### src/rtl/dma2d_pkg.sv
package dma2d_pkg;
  typedef enum logic [1:0] {
    SEM_NONE = 2'd0,
    SEM_ONE  = 2'd1,
    SEM_FOUR = 2'd2,
    SEM_RSVD = 2'd3
  } sem_mode_e;

  typedef enum logic [2:0] {
    ST_IDLE = 3'd0,
    ST_RD   = 3'd1,
    ST_WR   = 3'd2,
    ST_KICK = 3'd3,
    ST_SEM  = 3'd4
  } state_e;

  localparam int unsigned TS_OFF = 8;
endpackage

### src/rtl/dma2d_timebase.sv
module dma2d_timebase #(
  parameter int unsigned TS_W = 64
) (
  input  logic            clk_i,
  input  logic            rst_ni,
  output logic [TS_W-1:0] count_o
);
  always_ff @(posedge clk_i or negedge rst_ni) begin
    if (!rst_ni) count_o <= '0;
    else         count_o <= count_o + TS_W'(1);
  end
endmodule

### src/rtl/dma2d_line_walker.sv
module dma2d_line_walker #(
  parameter int unsigned ADDR_W = 32,
  parameter int unsigned LEN_W  = 16,
  parameter int unsigned CNT_W  = 16
) (
  input  logic              clk_i,
  input  logic              rst_ni,
  input  logic              load_i,
  input  logic              flat_i,
  input  logic              multi_i,
  input  logic [ADDR_W-1:0] src_base_i,
  input  logic [ADDR_W-1:0] dst_base_i,
  input  logic [ADDR_W-1:0] src_pitch_i,
  input  logic [ADDR_W-1:0] dst_pitch_i,
  input  logic [LEN_W-1:0]  len_i,
  input  logic [CNT_W-1:0]  cnt_i,
  input  logic              step_i,
  output logic [ADDR_W-1:0] src_addr_o,
  output logic [ADDR_W-1:0] dst_addr_o,
  output logic              last_o
);
  localparam int unsigned TOT_W = LEN_W + CNT_W;

  logic [ADDR_W-1:0] line_src_q, line_dst_q, src_pitch_q, dst_pitch_q;
  logic [TOT_W-1:0]  run_len_q, byte_q;
  logic [CNT_W-1:0]  lines_q, line_q;
  logic              line_end;

  assign line_end   = byte_q == run_len_q - TOT_W'(1);
  assign last_o     = line_end && (line_q == lines_q - CNT_W'(1));
  assign src_addr_o = line_src_q + ADDR_W'(byte_q);
  assign dst_addr_o = line_dst_q + ADDR_W'(byte_q);

  always_ff @(posedge clk_i or negedge rst_ni) begin
    if (!rst_ni) begin
      line_src_q  <= '0;
      line_dst_q  <= '0;
      src_pitch_q <= '0;
      dst_pitch_q <= '0;
      run_len_q   <= '0;
      byte_q      <= '0;
      lines_q     <= '0;
      line_q      <= '0;
    end else if (load_i) begin
      line_src_q  <= src_base_i;
      line_dst_q  <= dst_base_i;
      src_pitch_q <= src_pitch_i;
      dst_pitch_q <= dst_pitch_i;
      // equal strides: one run covering every line
      run_len_q   <= flat_i ? TOT_W'(len_i) * TOT_W'(cnt_i) : TOT_W'(len_i);
      lines_q     <= (multi_i && !flat_i) ? cnt_i : CNT_W'(1);
      byte_q      <= '0;
      line_q      <= '0;
    end else if (step_i) begin
      if (line_end) begin
        byte_q     <= '0;
        line_q     <= line_q + CNT_W'(1);
        line_src_q <= line_src_q + src_pitch_q;
        line_dst_q <= line_dst_q + dst_pitch_q;
      end else begin
        byte_q <= byte_q + TOT_W'(1);
      end
    end
  end
endmodule

### src/rtl/dma2d_sem_writer.sv
module dma2d_sem_writer
  import dma2d_pkg::*;
#(
  parameter int unsigned ADDR_W = 32,
  parameter int unsigned PAY_W  = 32,
  parameter int unsigned TS_W   = 64
) (
  input  logic              clk_i,
  input  logic              rst_ni,
  input  logic              start_i,
  input  logic              four_i,
  input  logic [ADDR_W-1:0] addr_i,
  input  logic [PAY_W-1:0]  payload_i,
  input  logic [TS_W-1:0]   ts_i,
  input  logic              wr_ready_i,
  output logic              wr_valid_o,
  output logic [ADDR_W-1:0] wr_addr_o,
  output logic [7:0]        wr_data_o,
  output logic              done_o
);
  localparam int unsigned NTS   = TS_W / 8;
  localparam int unsigned NPL   = PAY_W / 8;
  localparam int unsigned NTOT  = NTS + NPL;
  localparam int unsigned IDX_W = $clog2(NTOT);

  logic              active_q;
  logic [IDX_W-1:0]  idx_q, pidx;
  logic [ADDR_W-1:0] addr_q;
  logic [PAY_W-1:0]  pay_q, pay_sh;
  logic [TS_W-1:0]   ts_q, ts_sh;
  logic              in_ts, at_end;

  assign in_ts  = idx_q < IDX_W'(NTS);
  assign at_end = idx_q == IDX_W'(NTOT - 1);
  assign pidx   = idx_q - IDX_W'(NTS);
  assign ts_sh  = ts_q >> {idx_q, 3'b000};
  assign pay_sh = pay_q >> {pidx, 3'b000};

  assign wr_valid_o = active_q;
  assign wr_addr_o  = in_ts ? addr_q + ADDR_W'(TS_OFF) + ADDR_W'(idx_q)
                            : addr_q + ADDR_W'(pidx);
  assign wr_data_o  = in_ts ? ts_sh[7:0] : pay_sh[7:0];
  assign done_o     = active_q && wr_ready_i && at_end;

  always_ff @(posedge clk_i or negedge rst_ni) begin
    if (!rst_ni) begin
      active_q <= 1'b0;
      idx_q    <= '0;
      addr_q   <= '0;
      pay_q    <= '0;
      ts_q     <= '0;
    end else if (start_i) begin
      active_q <= 1'b1;
      // short record skips the timestamp bytes
      idx_q    <= four_i ? '0 : IDX_W'(NTS);
      addr_q   <= addr_i;
      pay_q    <= payload_i;
      ts_q     <= ts_i;
    end else if (active_q && wr_ready_i) begin
      if (at_end) active_q <= 1'b0;
      else        idx_q    <= idx_q + IDX_W'(1);
    end
  end
endmodule

### src/rtl/dma2d_engine.sv
module dma2d_engine
  import dma2d_pkg::*;
#(
  parameter int unsigned ADDR_W = 32,
  parameter int unsigned LEN_W  = 16,
  parameter int unsigned CNT_W  = 16,
  parameter int unsigned PAY_W  = 32,
  parameter int unsigned TS_W   = 64
) (
  input  logic              clk_i,
  input  logic              rst_ni,
  input  logic              launch_i,
  input  logic              multi_line_i,
  input  logic              remap_i,
  input  logic              reduce_i,
  input  logic [1:0]        sem_mode_i,
  input  logic [ADDR_W-1:0] src_base_i,
  input  logic [ADDR_W-1:0] dst_base_i,
  input  logic [ADDR_W-1:0] src_pitch_i,
  input  logic [ADDR_W-1:0] dst_pitch_i,
  input  logic [ADDR_W-1:0] sem_addr_i,
  input  logic [LEN_W-1:0]  line_len_i,
  input  logic [CNT_W-1:0]  line_cnt_i,
  input  logic [PAY_W-1:0]  sem_payload_i,
  output logic              busy_o,
  output logic              unsup_o,
  output logic              rd_valid_o,
  output logic [ADDR_W-1:0] rd_addr_o,
  input  logic              rd_ready_i,
  input  logic [7:0]        rd_data_i,
  output logic              wr_valid_o,
  output logic [ADDR_W-1:0] wr_addr_o,
  output logic [7:0]        wr_data_o,
  input  logic              wr_ready_i
);
  state_e            state_q;
  logic              accept, empty, sem_req, flat;
  logic              sem_four_q, sem_en_q, unsup_q;
  logic [ADDR_W-1:0] sem_addr_q;
  logic [PAY_W-1:0]  pay_q;
  logic [7:0]        byte_q;
  logic [ADDR_W-1:0] walk_src, walk_dst;
  logic              walk_last, walk_step;
  logic [TS_W-1:0]   now;
  logic              sem_valid, sem_done;
  logic [ADDR_W-1:0] sem_waddr;
  logic [7:0]        sem_wdata;

  assign accept    = launch_i && (state_q == ST_IDLE);
  assign empty     = remap_i || (line_len_i == '0) || (multi_line_i && (line_cnt_i == '0));
  assign sem_req   = (sem_mode_i == SEM_ONE) || (sem_mode_i == SEM_FOUR);
  assign flat      = multi_line_i && (src_pitch_i == dst_pitch_i)
                     && (src_pitch_i == ADDR_W'(line_len_i));
  assign walk_step = (state_q == ST_WR) && wr_ready_i && !walk_last;

  dma2d_timebase #(.TS_W(TS_W)) u_time (
    .clk_i   (clk_i),
    .rst_ni  (rst_ni),
    .count_o (now)
  );

  dma2d_line_walker #(.ADDR_W(ADDR_W), .LEN_W(LEN_W), .CNT_W(CNT_W)) u_walk (
    .clk_i       (clk_i),
    .rst_ni      (rst_ni),
    .load_i      (accept),
    .flat_i      (flat),
    .multi_i     (multi_line_i),
    .src_base_i  (src_base_i),
    .dst_base_i  (dst_base_i),
    .src_pitch_i (src_pitch_i),
    .dst_pitch_i (dst_pitch_i),
    .len_i       (line_len_i),
    .cnt_i       (line_cnt_i),
    .step_i      (walk_step),
    .src_addr_o  (walk_src),
    .dst_addr_o  (walk_dst),
    .last_o      (walk_last)
  );

  dma2d_sem_writer #(.ADDR_W(ADDR_W), .PAY_W(PAY_W), .TS_W(TS_W)) u_sem (
    .clk_i      (clk_i),
    .rst_ni     (rst_ni),
    .start_i    (state_q == ST_KICK),
    .four_i     (sem_four_q),
    .addr_i     (sem_addr_q),
    .payload_i  (pay_q),
    .ts_i       (now),
    .wr_ready_i (wr_ready_i),
    .wr_valid_o (sem_valid),
    .wr_addr_o  (sem_waddr),
    .wr_data_o  (sem_wdata),
    .done_o     (sem_done)
  );

  assign busy_o     = state_q != ST_IDLE;
  assign unsup_o    = unsup_q;
  assign rd_valid_o = state_q == ST_RD;
  assign rd_addr_o  = walk_src;
  assign wr_valid_o = (state_q == ST_WR) || sem_valid;
  assign wr_addr_o  = (state_q == ST_WR) ? walk_dst : sem_waddr;
  assign wr_data_o  = (state_q == ST_WR) ? byte_q : sem_wdata;

  always_ff @(posedge clk_i or negedge rst_ni) begin
    if (!rst_ni) begin
      state_q    <= ST_IDLE;
      unsup_q    <= 1'b0;
      sem_four_q <= 1'b0;
      sem_en_q   <= 1'b0;
      sem_addr_q <= '0;
      pay_q      <= '0;
      byte_q     <= '0;
    end else begin
      case (state_q)
        ST_IDLE: if (accept) begin
          unsup_q    <= remap_i || reduce_i;
          sem_four_q <= sem_mode_i == SEM_FOUR;
          sem_en_q   <= sem_req;
          sem_addr_q <= sem_addr_i;
          pay_q      <= sem_payload_i;
          if (!empty)       state_q <= ST_RD;
          else if (sem_req) state_q <= ST_KICK;
        end
        ST_RD: if (rd_ready_i) begin
          byte_q  <= rd_data_i;
          state_q <= ST_WR;
        end
        ST_WR: if (wr_ready_i) begin
          if (!walk_last)    state_q <= ST_RD;
          else if (sem_en_q) state_q <= ST_KICK;
          else               state_q <= ST_IDLE;
        end
        ST_KICK: state_q <= ST_SEM;
        ST_SEM:  if (sem_done) state_q <= ST_IDLE;
        default: state_q <= ST_IDLE;
      endcase
    end
  end
endmodule

### config.mk
export PLATFORM = sky130hd
export DESIGN_NAME = dma2d_engine
export DESIGN_NICKNAME = d
export VERILOG_FILES = /design/src/rtl/dma2d_pkg.sv /design/src/rtl/dma2d_timebase.sv /design/src/rtl/dma2d_line_walker.sv /design/src/rtl/dma2d_sem_writer.sv /design/src/rtl/dma2d_engine.sv
export SDC_FILE = /design/constraint.sdc
export NUM_CORES = 2
export LEC_CHECK = 0
export BUFFER_PORTS_ARGS = -buffer_cell sky130_fd_sc_hd__buf_2
export CAP_MARGIN = 20
export CORE_MARGIN = 1.5
export CORE_UTILIZATION = 54
export CTS_CLUSTER_SIZE = 16
export DETAILED_ROUTE_END_ITERATION = 8
export PLACE_DENSITY_LB_ADDON = 0.3
export SYNTH_ARGS = -nofsm -noshare
export SYNTH_HDL_FRONTEND = slang
export SYNTH_HIERARCHICAL = 1
export SYNTH_SLANG_ARGS = --single-unit
### constraint.sdc
create_clock -name clk_i -period 11.3 [get_ports clk_i]
set_input_delay 2.26 -clock clk_i [delete_from_list [all_inputs] [get_ports clk_i]]
set_output_delay 2.26 -clock clk_i [all_outputs]
set_load 0.03 [all_outputs]
* Word-level counts from Yosys, hierarchy flattened
Cells that the tools add are included.
** Cells by class
- $mul :: 1
- $add $sub $neg :: 14
- Equality and inequality tests :: 17
- Mux-type cells :: 34
- Shift operators :: 2
- Magnitude comparators :: 1
- Reductions and logical operators :: 31
** Operators by type and width (count)
- $mux W32 :: 12
- $add A32 B32 Y32 :: 4
- $add A32 B4 Y32 :: 2
- $add A64 B1 Y64 const B :: 1
- $eq A32 B32 Y1 :: 2
- $mux W16 :: 4
- $shr A64 B7 Y8 :: 1
- $add A32 B1 Y32 const B :: 1
- $add A32 B4 Y32 const B :: 1
- $eq A32 B16 Y1 :: 1
- $logic_not A16 Y1 :: 2
- $mul A16 B16 Y32 :: 1
- $shr A32 B7 Y8 :: 1
- $sub A32 B1 Y32 const B :: 1
- $mux W3 :: 6
- $add A16 B1 Y16 const B :: 1
- $eq A16 B16 Y1 :: 1
- $mux W4 :: 4
- $mux W8 :: 2
- $sub A16 B1 Y16 const B :: 1
- $pmux W3 S5 :: 1
- $logic_and A1 B1 Y1 :: 10
- $reduce_and A2 Y1 :: 5
- $reduce_bool A2 Y1 :: 4
- 19 further kinds :: 31
** Storage, ports and cells
- Output and inout port bits :: 76
- Logic and storage cells :: 121
- Bits of input ports :: 242
- Bits in registers :: 499

* Depth between registers and ports, before layout
- Word-level depth :: 7
- Mapped depth :: 26
- Depth with buffers taken out :: 25

* Hierarchy
The synthesis kept the hierarchy.
** Modules (own cells, without submodules)
- dma2d_line_walker :: cells each 2832, times used 1, area an instance 25246.7 sq um, seq. area each 5605.4 sq um
- dma2d_sem_writer :: cells each 493, times used 1, area an instance 6667.6 sq um, seq. area each 3328.2 sq um
- dma2d_engine :: cells each 328, times used 1, area an instance 4146.5 sq um, seq. area each 1951.9 sq um
- dma2d_timebase :: cells each 273, times used 1, area an instance 2995.4 sq um, seq. area each 1601.5 sq um

* Worst setup path after synthesis
No wires, ideal clock.
- Kind :: input-to-reg
- From :: input line_cnt_i[9]
- To :: register u_walk.run_len_q[31]
- Setup time :: 0.095 ns
- Path slack :: 3.022 ns
- Stages on the path :: 26
- Buffers on the path :: 2
- Arrival time :: 8.183 ns
- Cell sequence :: clkbuf_1 clkbuf_1 nand2_1 fa_1 inv_1 fa_1 inv_1 fa_1 inv_1 fa_1 fa_1 inv_1 fa_1 inv_1 ha_1 a21oi_1 o21ai_0 a21o_1 a21oi_1 o31ai_1 o21ai_0 o21ai_0 a21o_1 a21oi_1 xnor2_1 o31ai_1
** Between the ends
- Longest elaborated chain between the ends :: 2
** Ends and longest elaborated chain
- start, declared :: RTL line dma2d_engine.sv:23 : input logic [CNT_W-1:0] line_cnt_i,
- $mul A16 B16 Y32 :: RTL line dma2d_line_walker.sv:50 : run_len_q <= flat_i ? TOT_W'(len_i) * TOT_W'(cnt_i) : TOT_W'(len_i);
- $mux W32 :: RTL line dma2d_line_walker.sv:50
- end signal, assigned :: RTL line dma2d_line_walker.sv:50
- end, declared :: RTL line dma2d_line_walker.sv:25 : logic [TOT_W-1:0] run_len_q, byte_q;
No other way between the ends.
A chain may end at the register's enable or synchronous reset.

* Worst setup path in the final report
- From :: input line_len_i[11]
- To :: register u_walk.run_len_q[31]
** Between the ends
- Longest elaborated chain between the ends :: 3
** Ends and longest elaborated chain
- start, declared :: RTL line dma2d_engine.sv:22 : input logic [LEN_W-1:0] line_len_i,
- parallel branches: the longest is 2 deep, another holds $mul A16 B16 Y32
- $mux W32 (*) :: RTL line dma2d_line_walker.sv:50
Mark *: on every way between the ends.

==> run_results.csv <==
group,metric,value,unit
outcome,outcome,"finished clean",
placed_design,gp_congestion,0.954,
route,drc,0,
cells_and_area,final_cell_mix,"dfrtp_1, nand2_1, inv_1",
floorplanning,chipWidth,272,um
yosys,syn_inst,3926,
hold_path,min_path_type,"flip-flop to flip-flop",
sta,clock_skew,0.0502,ns
placed_design,place_area,0.0414,mm2
sta,rsz0062_at_grt,"false",
cells_and_area,drive_gt1_share,16.7,%
global_routing,grt_overflow_total,0,
clock_tree,clockBufferDepth,3,
setup_path,cp_cell_sequence,"buf_2 > and2_1 > fa_1 > inv_1 > fa_1 > inv_1 > fa_1 > fa_1 > fa_1 > inv_1 > fa_1 > inv_1 > ha_1 > a21oi_1 > o21ai_0 > a21o_1 > a21oi_1 > o31ai_1 > o21ai_0 > o21ai_0 > a21o_1 > a21oi_1 > xnor2_1 > o31ai_1",
yosys,yosys_most_used_dff,"dfrtp_1",
global_routing,grt_max_degree,192,
hold_path,hold_end,"u_sem/idx_q[3]",
job,drv_cap,0,
cells_and_area,antennaDiodeCount,0,
setup_path,reg2reg_depth,23,
placed_design,port_buffers,317,
clock_tree,cts-hold-fix-buffers,0,
setup_path,r2r-start,"u_walk/run_len_q[0]",
sta,final-setup-viol-count,0,
setup_path,crit_required,11.82,ns
clock_tree,cts_tree,"built",
power,p_leak,0.0204,uW
cells_and_area,nNetsFinal,4865,
sta,timing.fmax,0.123,GHz
sta,period_needed,8.15,ns
setup_path,reg2reg_to,"u_walk/byte_q[27]",
route,vias,30700,
clock_tree,cts_setup_buffers,0,
hold_path,hold_depth,1,
route,totalWireLength,110000,um
clock_tree,root_buffer,"clkbuf_16",
setup_path,end_kind,"flip-flop",
global_routing,grt_usage,29.5,%
yosys,syn-num-nets,4613,
yosys,yosysWarnings,6,
yosys,ys_seq_area_share,32.0,%
power,power_density,291,mW/mm2
setup_path,critPathArrivalTime,8.67,ns
cells_and_area,final_cell_area,0.0435,mm2
clock_tree,clock_sinks,499,
setup_path,r2r_slack,5.68,ns
sta,hold_viol_final,0,
cells_and_area,final_common_cell,"dfrtp_1",
placed_design,dp_hpwl,81900,um
setup_path,path_buf_inv,5,
global_routing,grt_pass1_vias,30300,
setup_path,crit_type,"primary input to flip-flop",
clock_tree,cts_resized,0,
sta,period_share,72.1,%
hold_path,hp-start,"sem_four_q",
cells_and_area,area_growth,11.5,%
floorplanning,core,0.0715,mm2
yosys,async_flop_share,100,%
sta,maxSlewViolCount,0,
floorplanning,dieArea,0.0739,mm2
route,drt_iter0_drc,2372,
yosys,synth-seq-cells,499,
route,dr.pass1.iters,6,
yosys,synth.avg_cell_area,9.95,um2
setup_path,slowest_stage,"fa_1",
clock_tree,htreeDepth,2,
yosys,synth.distinct_cells,93,
floorplanning,rows,98,
sta,slew_headroom,26.6,%
setup_path,cp_max_fo,20,
clock_tree,clkLatencyLatePin,0.66,ns
global_routing,antenna_found_initial,3,
clock_tree,path_clk_slew,0.06,ns
yosys,synth_edf_count,0,
floorplanning,io_pins,318,
setup_path,max_stage_delay,0.56,ns
sta,finalSetupTns,0,ns
power,finalPower,12700,uW
setup_path,cp_top_family,"adder cells",
route,via_per_inst,5.92,
yosys,synth.cell_area,0.0391,mm2
sta,tightest_slew,1.10,ns
route,ant_nets,0,
power,irDropWorstVdd,0.322,mV
setup_path,startpoint_type,"primary input",
floorplanning,initial_core_util,54.6,%
setup_path,crit_top_cell,"fa_1",
floorplanning,die_h,272,um
route,routedWlPerCell,21.3,um
sta,hold_slack,0.474,ns
global_routing,grt_pass1_wl,171000,um
clock_tree,cts-buffers-inserted,58,
## worst reg2reg max path, delay by kind of cell (launching register included)
kind            cells  cell delay [ns]
mux                 1             0.42
flops               1             0.40
simple gates       14             3.11
xor+xnor            1             0.16
fa+ha+maj           1             0.23
buf+inv             5             0.90
compound gates      1             0.23
## state kept, by name, indices dropped and copies added (netlist names), 3 cells and up
name / flops
state_q: 3
u_sem/addr_q: 32
u_sem/idx_q: 4
u_walk/line_q: 16
u_sem/ts_q: 64
u_walk/line_dst_q: 32
pay_q: 32
byte_q: 8
u_walk/line_src_q: 32
u_walk/run_len_q: 32
u_walk/lines_q: 16
u_time/count_o: 64
u_sem/pay_q: 32
u_walk/src_pitch_q: 32
u_walk/dst_pitch_q: 32
sem_addr_q: 32
u_walk/byte_q: 32
## worst max path at each step
stage / cells past startpoint / endpoint / from / slack, ns
floorplan: 26 / u_walk/run_len_q[31] / line_cnt_i[9] / 3.02
global placement: 23 / u_walk/run_len_q[31] / line_len_i[5] / 2.67
detailed placement: 24 / u_walk/run_len_q[31] / line_len_i[11] / 2.56
CTS: 24 / u_walk/run_len_q[31] / line_len_i[11] / 3.16
global route: 24 / u_walk/run_len_q[31] / line_len_i[10] / 2.72
finish: 24 / u_walk/run_len_q[31] / line_len_i[11] / 3.15
## cells in the mapped netlist (10+ instances only)
cell         n  area (um2)
a31oi_1     25         156
a22o_1      18         158
o21a_1      30         225
o211ai_1    14         105
clkbuf_1   102         383
nand4_1     59         369
inv_1      326        1220
buf_2       22         110
and2_1     128         801
dfrtp_1    499       12500
mux2_1     114        1280
or3_1       27         169
nand3_1     84         420
mux2i_1     76         761
o22ai_1     15        93.8
o2bb2ai_1   12         105
xnor2_1    203        1780
nor3_2      12         120
and3_1      34         213
nand2_1    345        1290
nor3_1      58         290
nand2b_1    25         156
xor2_1     161        1410
fa_1       201        4020
nor2b_1     30         188
mux2_2     188        2120
o21bai_1    19         143
o21ai_0    148         741
nor4_1      31         194
ha_1       244        3050
nor2_1     225         845
mux4_2      24         541
o31ai_1     14         105
buf_6       10         113
a21oi_1    165         826
a21o_1      56         420
## power breakdown
part,internal (uW),switching (uW)
clock network,1260,844
logic,3240,4420
registers,2360,538
total,6860,5800
## through the flow
step / util (%) / setup WS (ns) / instances
floorplan: - / 3.02 / 3926
global placement: 57.9 / 2.67 / 5067
detailed placement: 57.9 / 2.56 / 5067
CTS: 60.9 / 3.16 / 5175
global route: 60.9 / 2.72 / 5176
finish: 60.9 / 3.15 / 5176
## layout make-up
cell class / instances / area, um2
Inverter: 328 / 1230
Multi-Input combinational cell: 2953 / 24700
Timing Repair Buffer: 338 / 1770
Clock buffer: 72 / 1570
Sequential cell: 499 / 12500
Fill cell: 5957 / 28000
Clock inverter: 36 / 579
Tap cell: 950 / 1190
## cell families (layout without fill, tap and decap cells)
family | Yosys count | after routing | share of synthesized area [%]
simple gates | 1131 | 1131 | 14.8
fa+ha+maj | 445 | 445 | 18.1
buf+inv | 474 | 774 | 4.86
flops | 499 | 499 | 32.0
mux | 402 | 402 | 12.0
xor+xnor | 364 | 364 | 8.16
compound gates | 611 | 611 | 10.0
## routing by layer
layer	vias up	track usage [%]	part of all wire (%)
met2	1013	49.2	48
li1	14100	-	-
met5	-	0	0.033
met1	15300	38.3	41
met4	6	13.5	5.0
met3	262	4.06	5.9
No activity file was read; power rests on OpenSTA's default activity.
